$ cat config.mk
export PLATFORM = sky130hd
export DESIGN_NAME = spi_cmd_engine
export DESIGN_NICKNAME = d
export VERILOG_FILES = /design/src/rtl/spi_cmd_engine.sv
export SDC_FILE = /design/constraint.sdc
export NUM_CORES = 1
export LEC_CHECK = 0
export BUFFER_PORTS_ARGS = -buffer_cell sky130_fd_sc_hd__buf_2
export CAP_MARGIN = 5
export CORE_ASPECT_RATIO = 0.5
export CORE_MARGIN = 4
export CORE_UTILIZATION = 28
export CTS_CLUSTER_DIAMETER = 60
export CTS_CLUSTER_SIZE = 24
export DETAILED_ROUTE_END_ITERATION = 8
export GPL_ROUTABILITY_DRIVEN = 0
export RECOVER_POWER = 100
export SLEW_MARGIN = 25
export SYNTH_ARGS = -nofsm -noshare
export SYNTH_HDL_FRONTEND = slang
export SYNTH_SLANG_ARGS = --single-unit
export TNS_END_PERCENT = 10
$ cat constraint.sdc
create_clock -name clk -period 2.55 [get_ports clk]
set_input_delay 0.3825 -clock clk [delete_from_list [all_inputs] [get_ports clk]]
set_output_delay 0.3825 -clock clk [all_outputs]
set_load 0.01 [all_outputs]
$ cat src/rtl/spi_cmd_engine.sv
`timescale 1ns/1ps
module spi_cmd_engine #(
  parameter int CLK_DIV = 4
) (
  input  logic        clk,
  input  logic        rst_n,
  input  logic [3:0]  bus_addr,
  input  logic        bus_we,
  input  logic [31:0] bus_wdata,
  output logic [31:0] bus_rdata,
  output logic        spi_cs_n,
  output logic        spi_sck,
  output logic        spi_mosi,
  input  logic        spi_miso
);
  localparam int HALF = CLK_DIV / 2;
  localparam int DW = $clog2(CLK_DIV) + 1;
  localparam logic [DW-1:0] HALF_M1 = DW'(HALF - 1);
  localparam logic [DW-1:0] FULL_M1 = DW'(CLK_DIV - 1);
  localparam logic [3:0] OFS_CTL = 4'h0;
  localparam logic [3:0] OFS_CMD = 4'h4;
  localparam logic [3:0] OFS_DAT = 4'h8;
  localparam logic [3:0] MAX_TX = 4'd8;
  localparam logic [3:0] MAX_RX = 4'd4;

  typedef enum logic [1:0] {S_IDLE, S_SHIFT, S_TAIL, S_GAP} state_t;

  state_t          st_q;
  logic [31:0]     cmd_q, data_q;
  logic [3:0]      txc_q, rxc_q;
  logic            busy_q, cs_n_q, sck_q;
  logic [DW-1:0]   div_q;
  logic [63:0]     sr_q;
  logic [7:0]      rx_sh_q;
  logic [2:0]      bit_q;
  logic [3:0]      byte_q;
  logic [1:0]      rxi_q;

  logic [3:0] tx_n, rx_n, nbytes, wr_tx;
  logic       in_tx, wr_ok, start_req;

  assign tx_n   = (txc_q > MAX_TX) ? MAX_TX : txc_q;
  assign rx_n   = (rxc_q > MAX_RX) ? MAX_RX : rxc_q;
  assign nbytes = tx_n + rx_n;
  assign in_tx  = byte_q < tx_n;
  assign wr_tx  = (bus_wdata[3:0] > MAX_TX) ? MAX_TX : bus_wdata[3:0];

  assign wr_ok     = bus_we && !busy_q;
  assign start_req = wr_ok && (bus_addr == OFS_CTL) && bus_wdata[8];

  assign spi_cs_n = cs_n_q;
  assign spi_sck  = sck_q;
  assign spi_mosi = (st_q == S_SHIFT) && in_tx && sr_q[63];

  always_comb begin
    case (bus_addr)
      OFS_CTL: bus_rdata = {15'd0, busy_q, 8'd0, rxc_q, txc_q};
      OFS_CMD: bus_rdata = cmd_q;
      OFS_DAT: bus_rdata = data_q;
      default: bus_rdata = 32'd0;
    endcase
  end

  always_ff @(posedge clk or negedge rst_n) begin
    if (!rst_n) begin
      st_q    <= S_IDLE;
      cmd_q   <= '0;
      data_q  <= '0;
      txc_q   <= '0;
      rxc_q   <= '0;
      busy_q  <= 1'b0;
      cs_n_q  <= 1'b1;
      sck_q   <= 1'b0;
      div_q   <= '0;
      sr_q    <= '0;
      rx_sh_q <= '0;
      bit_q   <= '0;
      byte_q  <= '0;
      rxi_q   <= '0;
    end else begin
      if (wr_ok && bus_addr == OFS_CMD) cmd_q <= bus_wdata;
      if (wr_ok && bus_addr == OFS_DAT) data_q <= bus_wdata;
      if (wr_ok && bus_addr == OFS_CTL) begin
        txc_q <= bus_wdata[3:0];
        rxc_q <= bus_wdata[7:4];
      end
      case (st_q)
        S_IDLE: begin
          if (start_req && wr_tx != 4'd0) begin
            st_q   <= S_SHIFT;
            busy_q <= 1'b1;
            cs_n_q <= 1'b0;
            sck_q  <= 1'b0;
            div_q  <= '0;
            bit_q  <= '0;
            byte_q <= '0;
            rxi_q  <= '0;
            sr_q   <= {cmd_q[7:0], cmd_q[31:8], data_q[7:0], data_q[15:8],
                       data_q[23:16], data_q[31:24]};
          end
        end
        S_SHIFT: begin
          if (div_q == HALF_M1) begin
            div_q <= '0;
            sck_q <= ~sck_q;
            if (!sck_q) begin
              if (!in_tx) rx_sh_q <= {rx_sh_q[6:0], spi_miso};
            end else begin
              sr_q  <= {sr_q[62:0], 1'b0};
              bit_q <= bit_q + 3'd1;
              if (bit_q == 3'd7) begin
                byte_q <= byte_q + 4'd1;
                if (!in_tx) begin
                  data_q[{rxi_q, 3'b000} +: 8] <= rx_sh_q;
                  rxi_q <= rxi_q + 2'd1;
                end
                if (byte_q == nbytes - 4'd1) st_q <= S_TAIL;
              end
            end
          end else begin
            div_q <= div_q + 1'b1;
          end
        end
        S_TAIL: begin
          if (div_q == FULL_M1) begin
            div_q  <= '0;
            cs_n_q <= 1'b1;
            st_q   <= S_GAP;
          end else begin
            div_q <= div_q + 1'b1;
          end
        end
        default: begin
          busy_q <= 1'b0;
          st_q   <= S_IDLE;
        end
      endcase
    end
  end

  p_cs_needs_busy_r7: assert property (@(posedge clk) disable iff (!rst_n)
    !cs_n_q |-> busy_q);
  p_busy_ends_after_cs_r7: assert property (@(posedge clk) disable iff (!rst_n)
    $fell(busy_q) |-> $past(cs_n_q));
  p_sck_idle_low_r6: assert property (@(posedge clk) disable iff (!rst_n)
    cs_n_q |-> !sck_q);
  p_busy_write_ignored_r8: assert property (@(posedge clk) disable iff (!rst_n)
    (busy_q && bus_we) |=> ($stable(txc_q) && $stable(rxc_q) && $stable(cmd_q)));
  p_zero_tx_stays_idle_r9: assert property (@(posedge clk) disable iff (!rst_n)
    (start_req && bus_wdata[3:0] == 4'd0) |=> (!busy_q && cs_n_q));
  p_start_sets_busy_r2: assert property (@(posedge clk) disable iff (!rst_n)
    (start_req && bus_wdata[3:0] != 4'd0) |=> (busy_q && !cs_n_q));
endmodule

==> results.json <==
{
  "cellLeakagePower_nw": 4.66,
  "drc_errors": 0,
  "violations": "capacitance limit, slew limit, setup timing",
  "dp_hpwl_mm": 14.3,
  "cts_tree": "done",
  "dieHeight_um": 128,
  "post_drt_via_cell_ratio": 4.87,
  "switchingPower_mw": 4.02,
  "design_area_mm2": 0.00971,
  "worst_slack_ns": -0.112,
  "num_rows": 43,
  "wl_per_cell_um": 17.2,
  "netlist_area_mm2": 0.00803,
  "cts_sinks": 161,
  "dr_total_vias": 5946,
  "ys_warn_count": 0,
  "combPwrFrac_pct": 37.2,
  "start_util_pct": 28.7,
  "period_needed_ns": 2.66,
  "relSlewSlack_pct": -7.60,
  "critPathKind": "register to output pin",
  "crit_path_end_kind": "output pin",
  "areaGrowthSynthToFinish_pct": 21.0,
  "synth_top_family_by_area": "multiplexers",
  "fill_cells": 2830,
  "drv_slew": 65,
  "groute.usage.overall_pct": 13.5,
  "ant_nets": 0,
  "port_buffers": 74,
  "crit_buf_inv": 4,
  "die_w_um": 247,
  "ys.flop_type": "dfrtp_1",
  "intPower_mw": 6.73,
  "synth_mux_area_share_pct": 22.7,
  "cap_violations": 1,
  "finalSetupViolCount": 33,
  "yosys.cell_types.count": 48,
  "ctsRootBufferMaster": "clkbuf_16",
  "status": "finished, violations left",
  "seqCellArea_mm2": 0.00403,
  "yosys.area_share.adder_pct": 3.68,
  "ir_worst_vdd_uv": 573,
  "hold_violations": 0,
  "critPathMaxStageDelay_ns": 0.38,
  "cp_max_fo": 3,
  "power_density_mw_per_mm2": 1110,
  "grt_pass1_wl_mm": 33.7,
  "fin_nets": 888,
  "drtPass1Iterations": 7,
  "synth_top_cell_area_share_pct": 49.9,
  "synth_xor_area_share_pct": 0.654,
  "synthCells": 722,
  "yosys.area_share.simple_pct": 9.10,
  "io-pin-count": 75,
  "syn_area_per_cell_um2": 11.1,
  "grt_start_max_net_pins": 73,
  "crit_chain": "inv_1 -> nand2_2 -> clkbuf_1 -> ha_4 -> nor4b_4 -> o21bai_1 -> a21oi_1 -> buf_4 -> and3_4 -> buf_6",
  "cts_buffer_depth": 2,
  "cp-start-kind": "register",
  "clock_latency_ns": 0.43,
  "synth_seq_area_share_pct": 50.2,
  "synth-async-reset-ratio_pct": 100,
  "hp-class": "input port to register",
  "finClkSkew_ns": 0.0170,
  "required_ns": 2.17,
  "htreeDepth": 4,
  "layout-drive-gt1-share_pct": 22.3,
  "p_sw_share_pct": 37.4,
  "min_period_over_period_pct": 104,
  "grt-ovfl-total": 0,
  "dieArea_mm2": 0.0316,
  "synth_area_leaders": "dfrtp_1 (50%), mux2i_1 (16%), mux2_2 (6.9%), nand2_1 (6.1%), o21ai_0 (4.5%)",
  "ys_ff_latch": 161,
  "wl_mm": 20.9,
  "fmax_ghz": 0.376,
  "multiInputGateArea_mm2": 0.00383,
  "grt_pass1_vias": 6141,
  "first_iter_violations": 400,
  "crit_family": "simple AND/OR/NAND/NOR gates",
  "crit_arrival_ns": 2.28,
  "synth_edf_count": 0,
  "numCtsBuffers": 17,
  "clk_pin_slew_ns": 0.07,
  "core_area_mm2": 0.0280,
  "p_clk_share_pct": 23.8,
  "synth_compound_area_share_pct": 10.8,
  "p_seq_share_pct": 39.0,
  "synth_fp_nets": 785,
  "whs_ns": 0.199,
  "grt_antenna_before_repair": 0,
  "worstMarginPinSlew_ns": 1.61,
  "post-synth-top-area-cell": "dfrtp_1",
  "rsz0062_at_grt": "true",
  "place_area_mm2": 0.00915,
  "cp_slowest_cell": "dfrtp_1"
}
-- per-stage QoR --
step / instances / util, % / worst slack, ns / setup TNS (ns) / power, mW
2_1_floorplan: 722 / - / -0.0329 / -0.0329 / 6.77
3_3_place_gp: 1181 / 32.7 / -0.0956 / -0.0956 / 7.92
3_5_place_dp: 1181 / 32.7 / -0.185 / -0.185 / 8.11
4_1_cts: 1217 / 35.0 / -0.0583 / -0.0785 / 10.9
5_1_grt: 1219 / 34.7 / -0.291 / -17.83 / 11.5
6_report: 1220 / 34.7 / -0.112 / -0.580 / 10.7
-- state kept, by name, indices dropped and copies added (netlist names) --
signal and count:
txc_q 4, data_q 32, div_q 3, cmd_q 32
rx_sh_q 8, rxc_q 4, rxi_q 2, byte_q 4
bit_q 3, busy_q 1, sr_q 64, spi_cs_n 1
st_q 2, spi_sck 1
-- final timing paths --
kind | depth (start not counted) | slack [ns] | endpoint | startpoint
worst max-delay path | 10 | -0.11 | spi_mosi | txc_q[3]
worst min-delay path | 2 | 0.20 | cmd_q[10] | bus_wdata[10]
worst max register to register | 13 | -0.09 | st_q[1] | rxc_q[2]
worst min register to register | 2 | 0.48 | sr_q[4] | sr_q[4]
max in group asynchronous | 3 | 0.22 | spi_cs_n | rst_n
min in group asynchronous | 2 | 0.91 | cmd_q[23] | rst_n
-- synth_stat cells, types with 2 or more instances --
master      n
a21oi_1     5
a222oi_1    9
a22o_1     23
and3_1      3
buf_1       7
buf_2       2
clkbuf_1   28
dfrtp_1   160
ha_1       22
inv_1      24
mux2_2     49
mux2i_1   127
nand2_1   130
nand3_1     5
nand3b_1    2
nor2_1      6
nor3_1      4
nor3b_1     4
nor4_2      2
nor4b_1     3
o21ai_0    73
o221ai_1    2
o31ai_1     2
o41ai_1     2
xnor2_1     4
xor2_1      2
-- metal layers --
metal	wire length (µm)	track usage, %	vias up
met5	0	0	-
met4	243	4.21	0
met2	10300	22.7	113
met3	822	2.90	18
li1	-	-	2784
met1	9560	17.5	3031
-- power by group through the flow --
stage	Combinational, mW	Sequential (mW)	Clock, mW
after floorplan	2.78	3.99	0
after global placement	3.75	4.17	0
after detailed placement	3.90	4.21	0
after CTS	4.09	4.18	2.61
after global routing	4.49	4.32	2.71
final	3.99	4.19	2.56
-- final cells by class --
cell class / count / area share, %
sequential: 161 / 41.5
multi-input combinational: 500 / 39.5
timing repair buffer: 121 / 7.21
tap: 382 / 4.92
clock buffer: 20 / 4.60
clock inverter: 11 / 1.34
inverter: 24 / 0.927
antenna: 1 / 0.0258
-- placed cells by master (no fill, tap or decap), types with 4 or more instances in the layout --
cell type  instances
nor3b_1            4
mux2i_1          127
o21ai_0           72
ha_1              20
clkbuf_4           7
clkbuf_1          28
nand3_1            5
clkbuf_2          14
nor2_1             5
nand2_1          127
inv_1             24
a22o_1            23
dfrtp_1          160
a21oi_1            5
xnor2_1            4
clkbuf_16         17
mux2_2            48
buf_4             31
a222oi_1           9
buf_2             39
-- cell families (layout without fill, tap and decap cells) --
kind of cell / after synthesis / count (layout)
adder cells (fa/ha/maj): 23 / 23
other: 0 / 1
XOR/XNOR: 6 / 6
AND/OR/NAND/NOR: 167 / 167
AO/OA/AOI/OAI: 128 / 128
flip-flops: 161 / 161
buffers and inverters: 61 / 176
multiplexers: 176 / 176
-- timing repair --
item,CTS,global route
pin swaps,4,4
endpoints found under the setup margin,2,20
hold buffers,1,0
gates resized for setup,8,6
buffers inserted,4,2
endpoints found under the hold margin,61,0
Note: power is estimated with default switching activity, not from simulation.
